## config.mk

```make
export PLATFORM = sky130hd
export DESIGN_NAME = nib_ripple_slice
export DESIGN_NICKNAME = d
export VERILOG_FILES = /design/src/rtl/nrs_pkg.sv /design/src/rtl/nrs_bit_cell.sv /design/src/rtl/nrs_carry_chain.sv /design/src/rtl/nrs_cin_mux.sv /design/src/rtl/nrs_cfg_reg.sv /design/src/rtl/nib_ripple_slice.sv
export SDC_FILE = /design/constraint.sdc
export NUM_CORES = 1
export LEC_CHECK = 0
export ABC_AREA = 1
export BUFFER_PORTS_ARGS = -buffer_cell sky130_fd_sc_hd__buf_2
export CORE_AREA = 3 3 40 42
export CTS_BUF_LIST = sky130_fd_sc_hd__clkbuf_4 sky130_fd_sc_hd__clkbuf_8
export CTS_CLUSTER_SIZE = 20
export DETAILED_ROUTE_END_ITERATION = 6
export DIE_AREA = 0 0 43 45
export GPL_ROUTABILITY_DRIVEN = 0
export HOLD_SLACK_MARGIN = 0.12
export PLACE_DENSITY = 0.56
export REMOVE_ABC_BUFFERS = 1
export SETUP_SLACK_MARGIN = 0.4
export SYNTH_ARGS = -nofsm -noshare
export SYNTH_HDL_FRONTEND = slang
export SYNTH_SLANG_ARGS = --single-unit
export TNS_END_PERCENT = 20
```

## constraint.sdc

```tcl
create_clock -name clk -period 6.3 [get_ports clk]
set_input_delay 0.315 -clock clk [delete_from_list [all_inputs] [get_ports clk]]
set_output_delay 0.315 -clock clk [all_outputs]
set_load 0.1 [all_outputs]
```

## src/rtl/nrs_pkg.sv

```systemverilog
package nrs_pkg;
  typedef enum logic [1:0] {
    CIN_ZERO  = 2'b00,
    CIN_ONE   = 2'b01,
    CIN_FAST  = 2'b10,
    CIN_SPARE = 2'b11
  } cin_src_e;

  localparam int ROUTE_DED_BIT = 0;
  localparam int ROUTE_GEN_BIT = 1;

  typedef struct packed {
    cin_src_e   cin_src;
    logic [1:0] route;
  } slice_cfg_t;

  localparam slice_cfg_t CFG_RESET = '{cin_src: CIN_ZERO, route: 2'b01};
endpackage

```

## src/rtl/nrs_bit_cell.sv

```systemverilog
module nrs_bit_cell (
  input  logic a_i,
  input  logic b_i,
  input  logic c_i,
  output logic s_o,
  output logic c_o,
  output logic p_o
);
  logic gen;
  assign p_o = a_i ^ b_i;
  assign gen = a_i & b_i;
  assign s_o = p_o ^ c_i;
  assign c_o = gen | (p_o & c_i);
endmodule

```

## src/rtl/nrs_carry_chain.sv

```systemverilog
module nrs_carry_chain #(
  parameter int W = 4
) (
  input  logic         clk,
  input  logic         rst,
  input  logic [W-1:0] a_i,
  input  logic [W-1:0] b_i,
  input  logic         ci,
  output logic [W-1:0] s_o,
  output logic         co
);
  logic [W:0]   carry;
  logic [W-1:0] prop;

  assign carry[0] = ci;

  for (genvar i = 0; i < W; i++) begin : g_cell
    nrs_bit_cell u_cell (
      .a_i (a_i[i]),
      .b_i (b_i[i]),
      .c_i (carry[i]),
      .s_o (s_o[i]),
      .c_o (carry[i+1]),
      .p_o (prop[i])
    );
  end

  assign co = carry[W];

  // gate-level ripple matches arithmetic sum
  p_sum_matches_r2: assert property (@(posedge clk) disable iff (rst)
    {co, s_o} == ({1'b0, a_i} + {1'b0, b_i} + {{W{1'b0}}, ci}));

  // full propagate passes carry-in to carry-out
  p_full_ripple_r10: assert property (@(posedge clk) disable iff (rst)
    (&prop) |-> (co == ci));
endmodule

```

## src/rtl/nrs_cin_mux.sv

```systemverilog
module nrs_cin_mux
  import nrs_pkg::*;
(
  input  cin_src_e sel,
  input  logic     fast_i,
  input  logic     spare_i,
  output logic     cin_o
);
  always_comb begin
    unique case (sel)
      CIN_ZERO:  cin_o = 1'b0;
      CIN_ONE:   cin_o = 1'b1;
      CIN_FAST:  cin_o = fast_i;
      CIN_SPARE: cin_o = spare_i;
      default:   cin_o = 1'b0;
    endcase
  end
endmodule

```

## src/rtl/nrs_cfg_reg.sv

```systemverilog
module nrs_cfg_reg
  import nrs_pkg::*;
(
  input  logic       clk,
  input  logic       rst,
  input  logic       we,
  input  slice_cfg_t wdata,
  output slice_cfg_t cfg
);
  always_ff @(posedge clk) begin
    if (rst)     cfg <= CFG_RESET;
    else if (we) cfg <= wdata;
  end

  // reset returns configuration to its default
  p_reset_default_r12: assert property (@(posedge clk)
    rst |=> (cfg == CFG_RESET));

  // without enable, configuration holds
  p_hold_cfg_r9: assert property (@(posedge clk) disable iff (rst)
    !we |=> $stable(cfg));

  // with enable, the written value appears next cycle
  p_load_cfg_r9: assert property (@(posedge clk) disable iff (rst)
    we |=> (cfg == $past(wdata)));
endmodule

```

## src/rtl/nib_ripple_slice.sv

```systemverilog
module nib_ripple_slice
  import nrs_pkg::*;
#(
  parameter int W = 4
) (
  input  logic         clk,
  input  logic         rst,
  input  logic         cfg_we,
  input  logic [1:0]   cfg_cin_sel,
  input  logic [1:0]   cfg_route,
  input  logic [W-1:0] op_a,
  input  logic [W-1:0] op_b,
  input  logic         sub_ctl,
  input  logic         spare_in,
  input  logic         fast_cin,
  output logic [W-1:0] res_f,
  output logic         fast_cout,
  output logic         gen_out
);
  slice_cfg_t   cfg_q;
  slice_cfg_t   cfg_d;
  logic         ripple_in;
  logic         ripple_out;
  logic [W-1:0] b_eff;

  assign cfg_d.cin_src = cin_src_e'(cfg_cin_sel);
  assign cfg_d.route   = cfg_route;

  nrs_cfg_reg u_cfg (
    .clk   (clk),
    .rst   (rst),
    .we    (cfg_we),
    .wdata (cfg_d),
    .cfg   (cfg_q)
  );

  nrs_cin_mux u_cin (
    .sel     (cfg_q.cin_src),
    .fast_i  (fast_cin),
    .spare_i (spare_in),
    .cin_o   (ripple_in)
  );

  assign b_eff = op_b ^ {W{sub_ctl}};

  nrs_carry_chain #(.W(W)) u_chain (
    .clk  (clk),
    .rst  (rst),
    .a_i  (op_a),
    .b_i  (b_eff),
    .ci   (ripple_in),
    .s_o  (res_f),
    .co   (ripple_out)
  );

  assign fast_cout = cfg_q.route[ROUTE_DED_BIT] & ripple_out;
  assign gen_out   = cfg_q.route[ROUTE_GEN_BIT] & ripple_out;

  // unrouted outputs stay low
  p_ded_off_r8: assert property (@(posedge clk) disable iff (rst)
    !cfg_q.route[ROUTE_DED_BIT] |-> !fast_cout);
  p_gen_off_r8: assert property (@(posedge clk) disable iff (rst)
    !cfg_q.route[ROUTE_GEN_BIT] |-> !gen_out);
  p_both_agree_r8: assert property (@(posedge clk) disable iff (rst)
    (&cfg_q.route) |-> (fast_cout == gen_out));

  // constant carry-in sources
  p_cin_zero_r4: assert property (@(posedge clk) disable iff (rst)
    (cfg_q.cin_src == CIN_ZERO) |-> !ripple_in);
  p_cin_one_r5: assert property (@(posedge clk) disable iff (rst)
    (cfg_q.cin_src == CIN_ONE) |-> ripple_in);

  // subtract with carry-in 1 yields the difference
  p_sub_diff_r3: assert property (@(posedge clk) disable iff (rst)
    (sub_ctl && ripple_in) |-> (res_f == W'(op_a - op_b)));
endmodule

```

==> run metrics, run 1 <==
outcome=completed; hold_buf cts=0; share of layout cells above drive strength 1=40.0%; Synth Area in Adders=20.5%; largest net degree at the start of global routing=9; post-synthesis mux area share=0%; most numerous cell in the Yosys netlist=inv_1; maximum VDD drop=0.000109 V; wire length of the first global-routing pass=1.11 mm; H-Tree Depth=1; Area growth, synth to finish=28.2%; critical path data arrival time=2.84 ns; met1 Usage GRT=9.09%; Most flops, register=u_cfg.cfg; Power Total=0.000158 W; Synth top area share=20.5%; Max Slew Vio Count=0; Post-CTS Setup Inserts=0; post_cts resized=0; Routed Antenna Nets=0; initial antenna violation count=0; clk sinks=4; CP startpoint kind=register; compound-cell area share of the yosys netlist=1.28%; area occupied by multi-input gates=204 um2; Num CTS Buffers=3; die width=43 um; CORE AREA=0.00128 mm2; max FFs per register=4; synthesized instance count=55; Synth Area in Simple Gates=21.5%; Buffers on Ports=23; top cells by count, synth=inv_1, nand2_1, nor2_1; CP cell instances=inv_1, nand2_1, o21ai_1, fa_1, fa_1, fa_1, fa_1, nor2_1, buf_2; Yosys reg bits=4; Slowest-stage cell, CP=buf_2; num rows=13; pwr/cell area=316 mW/mm2; via count=348; syn_area_per_cell=7.10 um2; GRT Resource Usage Total=8.21%; Die Y-Extent=45 um; critical path class=register to output pin; final setup vio count=0; Yosys top cell by area=dfxtp_1; detailed-router iteration count before antenna repair=1; Ys Warns=0; cell mode on critical path=fa_1; Worst slew margin=67.9%; Max Fclk=317 MHz; Lkg Pwr=0.305 nW; DP Worst Slack=3.24 ns; worst-margin pin slew=0.485 ns; clock latency on the worst-skew pair=0.23 ns; clock transition at the registers of the reported paths=0.04 ns; RSZ-0062 raised after global routing=false; Antenna diodes=0; post-synthesis cell type count=14; die area=0.00194 mm2; number of DRC markers in iteration 0=0; total of max-cap violations=0; Filler cells=154; final critical-path share of the clock period=50.0%; Register Area=80.1 um2; Post-synth EDFFs=0; Overflow after GRT=0; WL final=669 um; vias per cell=3.87; Initial Utilization=30.4%; Final nets=99; sequential cell area fraction in the yosys report=20.5%; GR Util met3=4.38%; routed length per instance=7.43 um; setup tns final=0 ns; Max Root-Sink Buffers=2; Synth area leaders=dfxtp_1, fa_1, inv_1; Main synth FF type=dfxtp_1; final period demand of the worst path=3.15 ns; CP endpoint kind=output pin; final routed DRC violation total=0; main combinational cell family by area after synthesis=buffers and inverters; vias in the first global route=277; CP max stage delay=0.43 ns; worst path required time=5.98 ns; met2 usage=11.4%; CTS tree=built; detailed-placement wirelength estimate=597 um; final core occ=38.9%; post-synthesis cell area=390 um2; worst-path maximum fanout=3; Post-Synth XOR/XNOR Area=8.97%; Worst Slack Setup Final=3.15 ns; Final Hold Fails=0; Async S/R FF share, synth=0%; Hold WC Path Type=input pin to register; top flop regs=u_cfg.cfg: 4 flops; clk_skew=0 ns; io pins=24; global route hottest layer=met2; clk root buf=clkbuf_4
==> cell usage in the layout, fill, tap and decap left out <==
master	instances
buf_2	23
inv_1	15
nand2_1	9
nor2_1	7
xnor2_1	4
fa_1	4
dfxtp_1	4
clkbuf_4	3
nand2_2	2
o21ai_1	1
inv_2	1
nand3_1	1
nor2_2	1
==> cell families (layout without fill, tap and decap cells) <==
group	after synthesis	after routing
fa+ha+maj	4	4
xor+xnor	4	4
simple gates	20	20
flops	4	4
buf+inv	22	42
compound gates	1	1
==> critical path, delay by kind of cell, from the launching register on <==
kind | cells | cell delay, ns
and+or+nand+nor | 2 | 0.16
buffers and inverters | 2 | 0.48
DFF | 1 | 0.35
adders and majority gates | 4 | 1.55
AOI/OAI and AO/OA | 1 | 0.07
==> area by class of cell <==
class                           instances  area share (%)
Clock buffer                            3            4.50
Inverter                               16            12.0
Multi-Input combinational cell         29            40.8
Sequential cell                         4            16.0
Tap cell                               15            3.75
Timing Repair Buffer                   23            23.0
==> metal layers <==
layer | wire (um) | up-vias
li1 | - | 185
met1 | 251 | 142
met2 | 303 | 21
met3 | 114 | 0
met4 | 0 | 0
met5 | 0 | -
==> metrics by stage <==
stage	hold WS [ns]	cell area [um2]	std cells
floorplan	0.428	344	49
global placement	0.446	478	87
detailed placement	0.444	478	87
CTS	0.283	500	90
global route	0.301	500	90
finish	0.292	500	90
==> worst paths after layout <==
check / from / endpoint / slack (ns) / cells past startpoint
worst max-delay path: u_cfg.cfg[2]$_SDFFE_PP0P_ / fast_cout / 3.15 / 9
worst min register to register: u_cfg.cfg[0]$_SDFFE_PP1P_ / u_cfg.cfg[0]$_SDFFE_PP1P_ / 0.45 / 2
worst min-delay path: cfg_route[0] / u_cfg.cfg[0]$_SDFFE_PP1P_ / 0.29 / 3
worst max register to register: u_cfg.cfg[2]$_SDFFE_PP0P_ / u_cfg.cfg[2]$_SDFFE_PP0P_ / 5.70 / 2
==> where the power goes <==
group / switching (W) / internal (W) / total, W
Sequential: 0.00000108 / 0.0000273 / 0.0000284
Combinational: 0.0000802 / 0.0000183 / 0.0000985
Clock: 0.0000101 / 0.0000213 / 0.0000314
Total: 0.0000913 / 0.0000669 / 0.000158
Note: power is estimated with default switching activity, not from simulation.
==> inputs of run 2 (changes only) <==
==> constraint.sdc (replaced) <==
create_clock -name clk -period 3.3 [get_ports clk]
set_input_delay 0.165 -clock clk [delete_from_list [all_inputs] [get_ports clk]]
set_output_delay 0.165 -clock clk [all_outputs]
set_load 0.1 [all_outputs]
==> run 2 against run 1 <==
Effect of this change: worst setup slack lost 2.6 ns; design area grew 9.2%; final cell count unchanged; non-clock buffer count is the same; power grew 100%; critical endpoint is now res_f[3]; largest power group unchanged; highest routed layer unchanged.
==> run metrics, run 2 (same netlist as run 1, synthesis figures left out) <==
outcome=completed; Antenna diodes=0 (unchanged); die area=0.00194 mm2 (unchanged); Post-CTS Setup Inserts=0 (unchanged); Initial Utilization=30.4% (unchanged); clock latency on the worst-skew pair=0.23 ns (about the same); critical path class=register to output pin; die width=43 um (unchanged); number of DRC markers in iteration 0=2 (+2); vias in the first global route=268 (-3.2%); DR top layer=met3; Hold WC Path Type=input pin to register; maximum VDD drop=0.000233 V (+110%); Met2 Routed Length=255 um (-16%); Lkg Pwr=0.313 nW (+2.8%); highest-count cells in the layout ignoring fill and taps=buf_2, inv_1, nand2_1; wire length of the first global-routing pass=1.00 mm (-9.9%); Max Fclk=360 MHz; initial antenna violation count=0 (unchanged); worst-path maximum fanout=3 (unchanged); Die Y-Extent=45 um (unchanged); Overflow after GRT=0 (unchanged); detailed-placement wirelength estimate=525 um (-12%); Filler cells=137 (-11%); Final Hold Fails=0 (unchanged); share of layout cells above drive strength 1=45.3% (+5.3 points); Most flops, register=u_cfg.cfg; H-Tree Depth=1 (unchanged); hold_buf cts=0 (unchanged); CP endpoint kind=output pin; largest net degree at the start of global routing=9 (unchanged); Final Non-Filler Cells=90 (unchanged); CP startpoint kind=register; clk root buf=clkbuf_4; WL met1=249 um (-0.80%); top flop regs=u_cfg.cfg: 4 flops; clock transition at the registers of the reported paths=0.04 ns (about the same); Worst R2R Path Depth=2 (unchanged); Max Root-Sink Buffers=2 (unchanged); CP max stage delay=0.52 ns (+0.09 ns); final routed DRC violation total=0 (unchanged); pwr/cell area=584 mW/mm2 (+85%); CP cell instances=nand2_1, nand2_1, o21ai_1, fa_1, fa_2, fa_1, fa_2, inv_1, buf_6; max FFs per register=4 (unchanged); Worst slew margin=67.9% (about the same); detailed-router iteration count before antenna repair=2 (+1); cell depth of the worst min-delay path=3 (unchanged); clk_skew=0 ns (unchanged); Area growth, synth to finish=40.1%; Slowest-stage cell, CP=fa_2; Routed Antenna Nets=0 (unchanged); worst path required time=3.13 ns (-2.85 ns); num rows=13 (unchanged); met3 wire length=97 um (-15%); CTS tree=built; clk sinks=4 (unchanged); Buf+Inv Stages, Crit Path=2 (unchanged); WL final=602 um (-10%); final core occ=42.6% (+3.6 points); final critical-path share of the clock period=84.2%; CORE AREA=0.00128 mm2 (unchanged); GRT Resource Usage Total=7.29% (-0.92 points); setup tns final=0 ns (unchanged); RSZ-0062 raised after global routing=false; routed length per instance=6.69 um (-10%); WP depth=9 (unchanged); Max Slew Vio Count=0 (unchanged); Num CTS Buffers=3 (unchanged); Buffers on Ports=23 (unchanged); vias per cell=3.73 (-3.4%); placed cell count=87 (unchanged); via count=336 (-3.4%); total of max-cap violations=0 (unchanged); most common cell after layout, fill and taps aside=buf_2; Final nets=99 (unchanged); critical path data arrival time=2.61 ns (-0.23 ns); CP delay by family, top=adder cells; io pins=24 (unchanged); worst-margin pin slew=0.486 ns (+0.000332 ns); final setup vio count=0 (unchanged); final period demand of the worst path=2.78 ns
==> run 2: cell counts in the layout (fill, tap and decap cells not counted) <==
No cell type changed its count.
==> run 2: area by class of cell <==
cell class / instances / area, um2 / area share, %
flip-flops and latches: 4 / 80.1 / 14.6
multi-input cells: 29 / 214 / 39.1
well taps: 15 / 18.8 / 3.43
inverters: 16 / 60.1 / 11.0
repair buffers: 23 / 151 / 27.7
clock buffers: 3 / 22.5 / 4.12
==> run 2: repair_timing <==
| action | 4_1_cts | 5_1_grt |
|---|---|---|
| gates resized for setup | 1 | 15 |
| pin swaps | 0 | 2 |
| setup endpoints to repair | 3 | 3 |
==> run 2: per-stage QoR <==
step | setup WS [ns] | hold slack (ns) | area [um2] | power [W]
3_5_place_dp | 0.535 | 0.381 | 478 | 0.000243
3_3_place_gp | 0.553 | 0.377 | 478 | 0.000243
5_1_grt | 0.412 | 0.150 | 547 | 0.000339
6_report | 0.520 | 0.144 | 547 | 0.000319
2_1_floorplan | -0.136 | 0.287 | 344 | 0.000212
4_1_cts | 0.278 | 0.134 | 503 | 0.000307
==> run 2: worst paths after layout <==
path / end / start / slack [ns]
max: res_f[3] / u_cfg.cfg[3]$_SDFFE_PP0P_ / 0.52
min: u_cfg.cfg[0]$_SDFFE_PP1P_ / cfg_route[0] / 0.14
max reg2reg: u_cfg.cfg[2]$_SDFFE_PP0P_ / u_cfg.cfg[2]$_SDFFE_PP0P_ / 2.71
min reg2reg: u_cfg.cfg[0]$_SDFFE_PP1P_ / u_cfg.cfg[0]$_SDFFE_PP1P_ / 0.45
==> run 2: layer usage <==
| metal | vias up | global-route usage (%) |
|---|---|---|
| met3 | 0 | 1.99 |
| li1 | 185 | - |
| met1 | 132 | 9.34 |
| met5 | - | 0 |
| met2 | 19 | 8.68 |
| met4 | 0 | 9.04 |
==> run 2: worst min-delay path, cell delays in order <==
cell,delay (ns)
buf_2,0.07
nand2_1,0.04
nand3_1,0.06
==> run 2: power by group <==
group          internal (W)  switching (W)
registers         0.0000521     0.00000191
logic             0.0000492       0.000156
clock network     0.0000406      0.0000188
